### config.mk
export PLATFORM = sky130hd
export DESIGN_NAME = tmr_host_if
export DESIGN_NICKNAME = d
export VERILOG_FILES = /design/src/rtl/tmr_host_if.sv
export SDC_FILE = /design/constraint.sdc
export NUM_CORES = 1
export LEC_CHECK = 0
export ABC_AREA = 1
export BUFFER_PORTS_ARGS = -buffer_cell sky130_fd_sc_hd__buf_2
export CAP_MARGIN = 10
export CORE_MARGIN = 2
export CORE_UTILIZATION = 46
export DETAILED_ROUTE_END_ITERATION = 7
export PLACE_DENSITY = 0.67
export SLEW_MARGIN = 20
export SYNTH_ARGS = -nofsm -noshare
export SYNTH_HDL_FRONTEND = slang
export SYNTH_SLANG_ARGS = --single-unit
### constraint.sdc
create_clock -name clk -period 2.3 [get_ports clk]
set_input_delay 0.46 -clock clk [delete_from_list [all_inputs] [get_ports clk]]
set_output_delay 0.46 -clock clk [all_outputs]
set_load 0.05 [all_outputs]
### src/rtl/tmr_host_if.sv
`timescale 1ns/1ps
module tmr_host_if (
  input  logic        clk,
  input  logic        rst_n,
  input  logic        bus_wr,
  input  logic        bus_rd,
  input  logic [1:0]  bus_addr,
  input  logic [7:0]  bus_wdata,
  output logic [7:0]  bus_rdata,
  input  logic [47:0] cnt_live,
  input  logic [2:0]  cnt_out,
  input  logic [2:0]  cnt_null,
  output logic [2:0]  reload_we,
  output logic [15:0] reload_val,
  output logic [2:0]  cfg_we,
  output logic [5:0]  cfg_val
);

  logic [1:0]  rw_q   [3];
  logic [2:0]  mode_q [3];
  logic        bcd_q  [3];
  logic        lat_q  [3];
  logic [15:0] latv_q [3];
  logic        st_q   [3];
  logic [7:0]  stv_q  [3];
  logic        rdhi_q [3];
  logic        wrhi_q [3];
  logic [7:0]  lo_q   [3];

  wire       wr_cmd = bus_wr & (bus_addr == 2'd3);
  wire       wr_dat = bus_wr & (bus_addr != 2'd3);
  wire       rd_go  = bus_rd & ~bus_wr & (bus_addr != 2'd3);
  wire [1:0] csel   = bus_wdata[7:6];
  wire       is_rb  = wr_cmd & (csel == 2'd3);
  wire       is_lat = wr_cmd & (csel != 2'd3) & (bus_wdata[5:4] == 2'b00);
  wire       is_cfg = wr_cmd & (csel != 2'd3) & (bus_wdata[5:4] != 2'b00);

  logic [2:0] cfg_hit, lat_req, st_req, rd_hit, wr_hit;

  always_comb begin
    for (int c = 0; c < 3; c++) begin
      cfg_hit[c] = is_cfg & (csel == 2'(c));
      lat_req[c] = (is_lat & (csel == 2'(c))) | (is_rb & ~bus_wdata[5] & bus_wdata[c+1]);
      st_req[c]  = is_rb & ~bus_wdata[4] & bus_wdata[c+1];
      rd_hit[c]  = rd_go & (bus_addr == 2'(c));
      wr_hit[c]  = wr_dat & (bus_addr == 2'(c));
    end
  end

  assign cfg_we  = cfg_hit;
  assign cfg_val = bus_wdata[5:0];

  always_comb begin
    logic [15:0] v;
    reload_we  = 3'b000;
    reload_val = 16'h0000;
    bus_rdata  = 8'h00;
    v          = 16'h0000;
    for (int c = 0; c < 3; c++) begin
      if (wr_hit[c]) begin
        case (rw_q[c])
          2'b01: begin reload_we[c] = 1'b1; reload_val = {8'h00, bus_wdata}; end
          2'b10: begin reload_we[c] = 1'b1; reload_val = {bus_wdata, 8'h00}; end
          2'b11: if (wrhi_q[c]) begin reload_we[c] = 1'b1; reload_val = {bus_wdata, lo_q[c]}; end
          default: ;
        endcase
      end
      if (rd_hit[c]) begin
        v = lat_q[c] ? latv_q[c] : cnt_live[c*16 +: 16];
        if (st_q[c])
          bus_rdata = stv_q[c];
        else if (rw_q[c] == 2'b10 || (rw_q[c] == 2'b11 && rdhi_q[c]))
          bus_rdata = v[15:8];
        else
          bus_rdata = v[7:0];
      end
    end
  end

  always_ff @(posedge clk) begin
    if (!rst_n) begin
      for (int c = 0; c < 3; c++) begin
        rw_q[c]   <= 2'b11;
        mode_q[c] <= 3'd0;
        bcd_q[c]  <= 1'b0;
        lat_q[c]  <= 1'b0;
        latv_q[c] <= 16'h0000;
        st_q[c]   <= 1'b0;
        stv_q[c]  <= 8'h00;
        rdhi_q[c] <= 1'b0;
        wrhi_q[c] <= 1'b0;
        lo_q[c]   <= 8'h00;
      end
    end else begin
      for (int c = 0; c < 3; c++) begin
        if (cfg_hit[c]) begin
          rw_q[c]   <= bus_wdata[5:4];
          mode_q[c] <= bus_wdata[3:1];
          bcd_q[c]  <= bus_wdata[0];
          lat_q[c]  <= 1'b0;
          st_q[c]   <= 1'b0;
          rdhi_q[c] <= 1'b0;
          wrhi_q[c] <= 1'b0;
        end else begin
          if (lat_req[c] && !lat_q[c]) begin
            lat_q[c]  <= 1'b1;
            latv_q[c] <= cnt_live[c*16 +: 16];
          end
          if (st_req[c] && !st_q[c]) begin
            st_q[c]  <= 1'b1;
            stv_q[c] <= {cnt_out[c], cnt_null[c], rw_q[c], mode_q[c], bcd_q[c]};
          end
          if (wr_hit[c] && rw_q[c] == 2'b11) begin
            wrhi_q[c] <= ~wrhi_q[c];
            if (!wrhi_q[c]) lo_q[c] <= bus_wdata;
          end
          if (rd_hit[c]) begin
            if (st_q[c]) st_q[c] <= 1'b0;
            else begin
              if (rw_q[c] == 2'b11) rdhi_q[c] <= ~rdhi_q[c];
              if (rw_q[c] != 2'b11 || rdhi_q[c]) lat_q[c] <= 1'b0;
            end
          end
        end
      end
    end
  end


  strobe_excl_chk: assert property (@(posedge clk) disable iff (!rst_n)
    $onehot0({reload_we, cfg_we}));

  for (genvar g = 0; g < 3; g++) begin : g_chk

    snap_frozen_chk: assert property (@(posedge clk) disable iff (!rst_n)
      (lat_q[g] && !cfg_hit[g]) |=> $stable(latv_q[g]));

    low_first_quiet_chk: assert property (@(posedge clk) disable iff (!rst_n)
      (cfg_hit[g] && bus_wdata[5:4] == 2'b11) |=> !reload_we[g]);

    status_consumed_chk: assert property (@(posedge clk) disable iff (!rst_n)
      (rd_hit[g] && st_q[g]) |=> !st_q[g]);

    setup_discard_chk: assert property (@(posedge clk) disable iff (!rst_n)
      cfg_hit[g] |=> (!lat_q[g] && !st_q[g]));
  end

endmodule

Word-level counts from Yosys, hierarchy flattened
Memory sizes are Yosys's and may differ from the RTL's.
Cells that the tools add are included.
{"block": "totals", "regBits": 0, "ram_bits": 126, "inputBits": 68, "output_inout_bits": 36, "word_cells": 339, "memories": 10}
{"block": "op_classes", "eq_ne": 20, "muxes": 190, "bitwise_logic": 88, "reduce_logical": 31}
{"memory": "latv_q", "words": 3, "width": 16, "read_ports": 3, "rd_clocked_by_memory_dff": 0, "write_ports": 3, "line_no": "23", "text": "logic [15:0] latv_q [3];"}
{"memory": "lo_q", "words": 3, "width": 8, "read_ports": 3, "rd_clocked_by_memory_dff": 0, "write_ports": 3, "line_no": "28", "text": "logic [7:0] lo_q [3];"}
{"memory": "stv_q", "words": 3, "width": 8, "read_ports": 3, "rd_clocked_by_memory_dff": 0, "write_ports": 3, "line_no": "25", "text": "logic [7:0] stv_q [3];"}
{"memory": "mode_q", "words": 3, "width": 3, "read_ports": 3, "rd_clocked_by_memory_dff": 0, "write_ports": 3, "line_no": "20", "text": "logic [2:0] mode_q [3];"}
{"memory": "rw_q", "words": 3, "width": 2, "read_ports": 3, "rd_clocked_by_memory_dff": 0, "write_ports": 3, "line_no": "19", "text": "logic [1:0] rw_q [3];"}
{"memory": "bcd_q", "words": 3, "width": 1, "read_ports": 3, "rd_clocked_by_memory_dff": 0, "write_ports": 3, "line_no": "21", "text": "logic bcd_q [3];"}
{"memory": "+4 memories"}
{"operator": "$mux 16", "count": 12}
{"operator": "$mux 1", "count": 151}
{"operator": "$pmux 16 s3", "count": 3}
{"operator": "$mux 8", "count": 15}
{"operator": "$or 1x1->1", "count": 51}
{"operator": "$and 1x1->1", "count": 28}
{"operator": "$eq 2x2->1 const B", "count": 10}
{"operator": "$logic_and 1x1->1", "count": 12}
{"operator": "$eq 2x1->1 const B", "count": 5}
{"operator": "$ne 2x2->1 const B", "count": 5}
{"operator": "$mux 3", "count": 3}
{"operator": "$not 1->1", "count": 9}
{"operator": "$logic_not 1->1", "count": 6}
{"operator": "$logic_not 2->1", "count": 3}
{"operator": "$logic_or 1x1->1", "count": 6}
{"operator": "$mux 2", "count": 3}
{"operator": "$pmux 1 s2", "count": 3}
{"operator": "$reduce_or 2->1", "count": 3}
{"operator": "$reduce_bool 2->1", "count": 1}

Longest topological paths before layout
Gate-level depths: netlist of run 1.
{"block": "logic_depth", "depth_word": 13, "mapped_depth": 12, "mapped_depth_nobuf": 10}

Worst setup path after synthesis of run 1
No wires, ideal clock.
{"block": "synth_timing", "path_type": "reg-to-output", "from": "memory rw_q[2][0] (netlist: rw_q[0][4])", "to": "output port reload_val[10]", "arrival_ns": 2.142, "path_slack_ns": -0.302, "path_stages_with_launch": 6, "path_buffers": 0, "cell_sequence": "edfxtp_1 inv_1 ha_1 nor3_2 o21ai_1 a21oi_1"}
{"element": "start: declaration", "line_no": "19"}
{"element": "end: declaration", "line_no": "14", "text": "output logic [15:0] reload_val,"}

==> impl_metrics.toml, run 1 <==
[pwr]
power_density_mw_per_mm2 = 641
switching_share_pct = 25.7
p_int_w = 0.00453
comb_power_share_pct = 14.4
pwr-share-clk_pct = 41.9
seqPwrFrac_pct = 43.7
finalPower_w = 0.00610
peakVddDrop_uv = 526
switchingPower_w = 0.00156
p_leak_nw = 4.63

[placed_design]
postPlaceCellArea_sq_mm = 0.00835
dp_hpwl_um = 13400
routabilityCongestion = 0.837
io_buffers = 103
place_ws_ns = -0.185

[clock_network]
max-clock-path-buffers = 2
cts_made_buffers = 17
tritoncts = "built"
clk_pin_slew_worst_paths_ns = 0.06
htreeDepth = 4
clkLatencyLatePin_ns = 0.42
cts_root_buf = "clkbuf_16"
cts_sinks = 126

[synthesis]
syn-num-nets = 902
synth_edf_count = 126
synth_xor_area_share_pct = 0
synth_seq_cells = 126
async_reset_ff_share_pct = 0
synth.cell_area_sq_mm = 0.00708
synth_top_family_by_area = "simple AND/OR/NAND/NOR gates"
synth_cell_type_count = 35
synthSimpleGateAreaFrac_pct = 23.3
muxShareOfSynthArea_pct = 0
ys_top_cells_by_area = "edfxtp_1 (53%), nand2_1 (10%), inv_1 (5.7%), o21ai_0 (5.2%), nor2_1 (3.9%)"
synth_compound_area_share_pct = 10.4
yosysWarnings = 0
postSynthAreaPerCell_sq_um = 8.61
yosysTopAreaCellShare_pct = 53.4
syn_inst = 822
synth_fa_ha_area_share_pct = 2.12
yosys_most_used_dff = "edfxtp_1"
yosysSeqAreaShare_pct = 53.4
yosysTopAreaCell = "edfxtp_1"

[critical_path]
critical_path_class = "flop to output port"
critPathRequiredTime_ns = 1.84
path_cells = "buf_4, buf_6, inv_6, ha_4, buf_6, nor2_4, buf_6, a22oi_2, nand2_1, buf_6"
start_kind = "flop"
worst_path_max_delay_cell = "edfxtp_1"
cp_common_cell = "buf_6"
crit_path_max_fanout = 7
cp_slowest_stage_delay_ns = 0.45
crit_path_end_kind = "output port"
cp.arrival_ns = 2.16

[final_layout]
nNetsFinal = 1072
layout_commonest_cell = "nand2_1"
syn_to_final_growth_pct = 34.4
drive_above_1_share_pct = 34.6
fin_area_sq_mm = 0.00952
utilization_pct = 62.8
final_cell_mix = "nand2_1 (193), edfxtp_1 (126), inv_1 (99)"
diodes = 0
num-fill-cells = 1265

[floorplan]
fp.coreArea_sq_mm = 0.0151
dieArea_sq_mm = 0.0164
start_util_pct = 46.7
die_y_um = 128
pin_count = 104
die_width_um = 128
num_rows = 45

[sta]
max_freq_mhz = 382
setup_violations = 27
whs_ns = 0.311
fin_skew_ns = 0.00414
min_period_over_period_pct = 114
worstMarginPinSlew_ns = 0.510
period_minus_slack_ns = 2.62
rsz0062_at_grt = "true"
slew_viol_final = 0
slew_headroom_pct = 66.0
hold_violations = 0
finalWorstSetupSlack_ns = -0.318

[detailed_routing]
drtIter0Drc = 701
dr.pass1.iters = 6
drt_drc_violations_left = 0
vias = 6171
vias_per_cell = 5.17
ant_nets = 0
route.detailed.wl_per_inst_um = 16.2
totalWireLength_um = 19300

[min_path]
hold_class = "primary input to flop"

[flow_run]
drv_cap = 0

[grt]
grt.overflow.total = 0
grt.total_usage_pct = 24.3
grt_pass1_vias = 5784
antenna_found_initial = 0
grt_pass1_wl_um = 30000
grt_max_degree = 35

[outcome]
outcome = "finished with violations"
violations = "negative setup slack"
[kinds of logic (layout without fill, tap and decap cells)]
group / count (synthesis) / in the layout
DFF: 126 / 126
adders and majority gates: 12 / 12
buffers and inverters: 186 / 369
and+or+nand+nor: 369 / 369
AOI/OAI and AO/OA: 129 / 129
[repair_timing]
action	in CTS	in global routing
pin swaps	21	11
resized for setup	121	44
setup endpoints to repair	26	27
hold buffers	0	0
cloned	3	0
setup buffers	12	4
[flip-flops by register name, indices dropped and copies added (netlist names)]
name    cells
wrhi_q      3
lo_q       24
stv_q      24
st_q        3
rw_q        6
lat_q       3
mode_q      9
bcd_q       3
latv_q     48
rdhi_q      3
[synth_stat cells, types with 2 or more instances]
master	count
o21ai_0	73
a22oi_1	8
buf_6	4
nand2_1	196
inv_1	107
or2_2	2
nand3_2	3
o2111ai_1	5
o21a_1	9
edfxtp_1	126
buf_2	4
nor2_1	74
nand4_4	2
nand3_1	40
a21oi_1	21
nor3_1	6
nand2_2	22
clkbuf_1	19
o21ai_1	2
buf_4	8
o211ai_1	9
nand3b_1	6
inv_2	37
ha_1	12
nand4_1	11
clkinv_1	6
nor3_2	2
[final timing paths]
check | start | end | slack [ns] | depth (start not counted)
min | cnt_live[21] | latv_q[0][21]$_SDFFCE_PN0P_ | 0.31 | 3
min reg2reg | mode_q[0][1]$_DFFE_PP_ | stv_q[0][2]$_SDFFCE_PN0P_ | 0.50 | 2
max reg2reg | rw_q[0][5]$_DFFE_PP_ | lo_q[0][22]$_DFFE_PP_ | 0.30 | 6
max | rw_q[0][1]$_DFFE_PP_ | reload_val[0] | -0.32 | 10
[stage by stage]
step	TNS [ns]	std cells
2_1_floorplan	-0.0923	822
3_3_place_gp	-0.877	1146
3_5_place_dp	-1.32	1146
4_1_cts	-5.10	1191
5_1_grt	-8.83	1193
6_report	-6.64	1193
[final cells by class]
| cell class | count | area [sq um] | share of cell area (%) |
|---|---|---|---|
| clock buffers | 19 | 433 | 4.55 |
| clock inverters | 13 | 124 | 1.30 |
| inverters | 150 | 576 | 6.05 |
| multi-input cells | 510 | 2890 | 30.4 |
| flip-flops and latches | 126 | 3780 | 39.8 |
| well taps | 188 | 235 | 2.47 |
| repair buffers | 186 | 1470 | 15.4 |
| repair inverters | 1 | 6.26 | 0.0657 |
[routing by layer]
metal  vias to the layer above  wire [um]  GRT usage, %
met2                       253       9570          39.4
li1                       3027          -             -
met4                         0        428          9.76
met3                        38       1280          5.26
met1                      2853       8030          31.9
met5                         -          0             0
[power by group through the flow]
stage / clock network [W] / registers [W] / logic (W)
after CTS: 0.00258 / 0.00266 / 0.000839
after global placement: 0 / 0.00271 / 0.000740
final: 0.00255 / 0.00267 / 0.000878
after detailed placement: 0 / 0.00271 / 0.000745
after floorplan: 0 / 0.00270 / 0.000432
after global routing: 0.00268 / 0.00268 / 0.000950
[worst max-delay path, delay by kind of cell (launching register included)]
family / cells / cell delay (ns)
buffers and inverters: 6 / 0.74
and+or+nand+nor: 2 / 0.33
adders and majority gates: 1 / 0.16
AOI/OAI and AO/OA: 1 / 0.06
DFF: 1 / 0.45
Note: power is estimated with default switching activity, not from simulation.
==> run 2: changes to the inputs <==
==> constraint.sdc (replaced) <==
create_clock -name clk -period 2.3 [get_ports clk]
set_input_delay 0 -clock clk [delete_from_list [all_inputs] [get_ports clk]]
set_output_delay 0 -clock clk [all_outputs]
set_load 0.05 [all_outputs]
==> impl_metrics.toml, run 2 (same netlist as run 1, synthesis figures left out) <==
[outcome]
outcome = "finished clean"

[final_layout]
largest_reg_flops = 48
largestRegisters = "latv_q x48, lo_q x24, stv_q x24"
layout_commonest_cell = "nand2_1"
syn_to_final_growth_pct = 29.8
nNetsFinal = 1074
regMostFlops = "latv_q"
drive_above_1_share_pct = 23.5
final_cell_mix = "nand2_1 (195), edfxtp_1 (126), inv_1 (107)"
diodes = 0
num-fill-cells = 1249

[sta]
fin_skew_ns = 0.00656
period_minus_slack_ns = 2.21
max_freq_mhz = 453
slew_headroom_pct = 61.6
slew_viol_final = 0
min_period_over_period_pct = 95.9
hold_violations = 0
setup_violations = 0
rsz0062_at_grt = "true"
worstMarginPinSlew_ns = 0.574
whs_ns = 0.0265

[clock_network]
cts_root_buf = "clkbuf_16"
clk_pin_slew_worst_paths_ns = 0.05
cts_made_buffers = 17
htreeDepth = 4
max-clock-path-buffers = 2
clkLatencyLatePin_ns = 0.42
tritoncts = "built"
cts_sinks = 126

[critical_path]
cp_slowest_stage_delay_ns = 0.43
cp.arrival_ns = 2.21
critical_path_class = "flop to output port"
path_cells = "inv_1, ha_1, a21oi_4, buf_4, nand2_1, nand3_1, o211ai_1, nand3b_1, buf_2"
start_kind = "flop"
critPathBufInv = 3
worst_path_max_delay_cell = "edfxtp_1"
crit_path_end_kind = "output port"
critPathRequiredTime_ns = 2.30
crit_path_max_fanout = 7
path_delay_family = "buffers and inverters"

[min_path]
hold_class = "primary input to flop"

[detailed_routing]
dr.pass1.iters = 5
drtIter0Drc = 589
vias_per_cell = 5.17
route.detailed.wl_per_inst_um = 16.2
vias = 6176
drt_drc_violations_left = 0
totalWireLength_um = 19400
ant_nets = 0

[floorplan]
pin_count = 104
num_rows = 45
dieArea_sq_mm = 0.0164
start_util_pct = 46.7
die_y_um = 128
fp.coreArea_sq_mm = 0.0151
die_width_um = 128

[pwr]
finalPower_w = 0.00652
power_density_mw_per_mm2 = 709
peakVddDrop_uv = 575
p_leak_nw = 4.56

[grt]
antenna_found_initial = 0
grt.overflow.total = 0
grt_max_degree = 49
grt_pass1_wl_um = 29700
grt_pass1_vias = 5716
grt.total_usage_pct = 23.9

[placed_design]
dp_hpwl_um = 13100
routabilityCongestion = 0.847
io_buffers = 103

[flow_run]
drv_cap = 0
## run 2: cell count changes in the layout (fill, tap and decap cells not counted), moves of 7 or more
cell / previous run / this run
dlygate4sd3_1: 0 / 61
buf_4: 63 / 25
buf_6: 37 / 0
o21ai_0: 46 / 67
buf_2: 76 / 96
a21oi_1: 7 / 19
o21ai_1: 19 / 7
a21oi_4: 10 / 1
ha_1: 2 / 11
inv_1: 99 / 107
o21ai_2: 9 / 1
a22oi_1: 1 / 8
a22oi_2: 7 / 0
ha_4: 7 / 0
## run 2: path summary, 6_finish.rpt
path         cells after the start  slack [ns]                          to                   start
max                              9        0.09                bus_rdata[4]    rw_q[0][4]$_DFFE_PP_
min                              3        0.03       lo_q[0][23]$_DFFE_PP_            bus_wdata[7]
max reg2reg                     10        0.37        lo_q[0][7]$_DFFE_PP_    rw_q[0][3]$_DFFE_PP_
min reg2reg                      2        0.51  stv_q[0][10]$_SDFFCE_PN0P_  mode_q[0][4]$_DFFE_PP_
## run 2: layer usage
layer	track usage, %	vias up	routed length, um
met5	0	-	0
met4	8.53	0	369
met3	4.59	40	1200
met2	39.2	231	9360
met1	31.9	2879	8420
li1	-	3026	-
## run 2: through the flow
step	utilization, %	setup TNS [ns]	worst slack (ns)	area, sq um	instances
2_1_floorplan	-	0	0.158	7080	822
3_3_place_gp	51.7	0	0.267	7830	1098
3_5_place_dp	51.7	0	0.163	7830	1098
4_1_cts	60.3	0	0.00836	9130	1190
5_1_grt	60.7	-0.0250	-0.0115	9190	1194
6_report	60.7	0	0.0941	9190	1194
## run 2: where the power goes
part | internal [W] | switching (W) | total [W]
sequential | 0.00263 | 0.0000455 | 0.00267
combinational | 0.000270 | 0.000481 | 0.000752
clock | 0.00212 | 0.000975 | 0.00309
## run 2: area by class of cell
cell class                      instances  area [sq um]  area share, %
Tap cell                              188           235           2.56
Clock inverter                         14           246           2.68
Sequential cell                       126          3780           41.2
Multi-Input combinational cell        510          2560           27.9
Inverter                              150           569           6.19
Timing Repair Buffer                  189          1370           14.9
Clock buffer                           17           425           4.63
## run 2: repair_timing
| item | 4_1_cts | 5_1_grt |
|---|---|---|
| hold buffers | 61 | 0 |
| endpoints found under the hold margin | 75 | 0 |
| setup endpoints to repair | 16 | 16 |
| setup buffers | 0 | 4 |
| resized for setup | 7 | 16 |
| pin swaps | 0 | 1 |
| cloned | 0 | 0 |
## run 2: worst reg2reg max path, cell delays in order (launching register included)
cell	delay, ns
edfxtp_1	0.40
ha_1	0.19
buf_4	0.18
inv_1	0.08
nor3_1	0.22
nand2_1	0.10
inv_1	0.08
nor2_1	0.04
nand2_1	0.30
nand2_1	0.09
inv_1	0.11
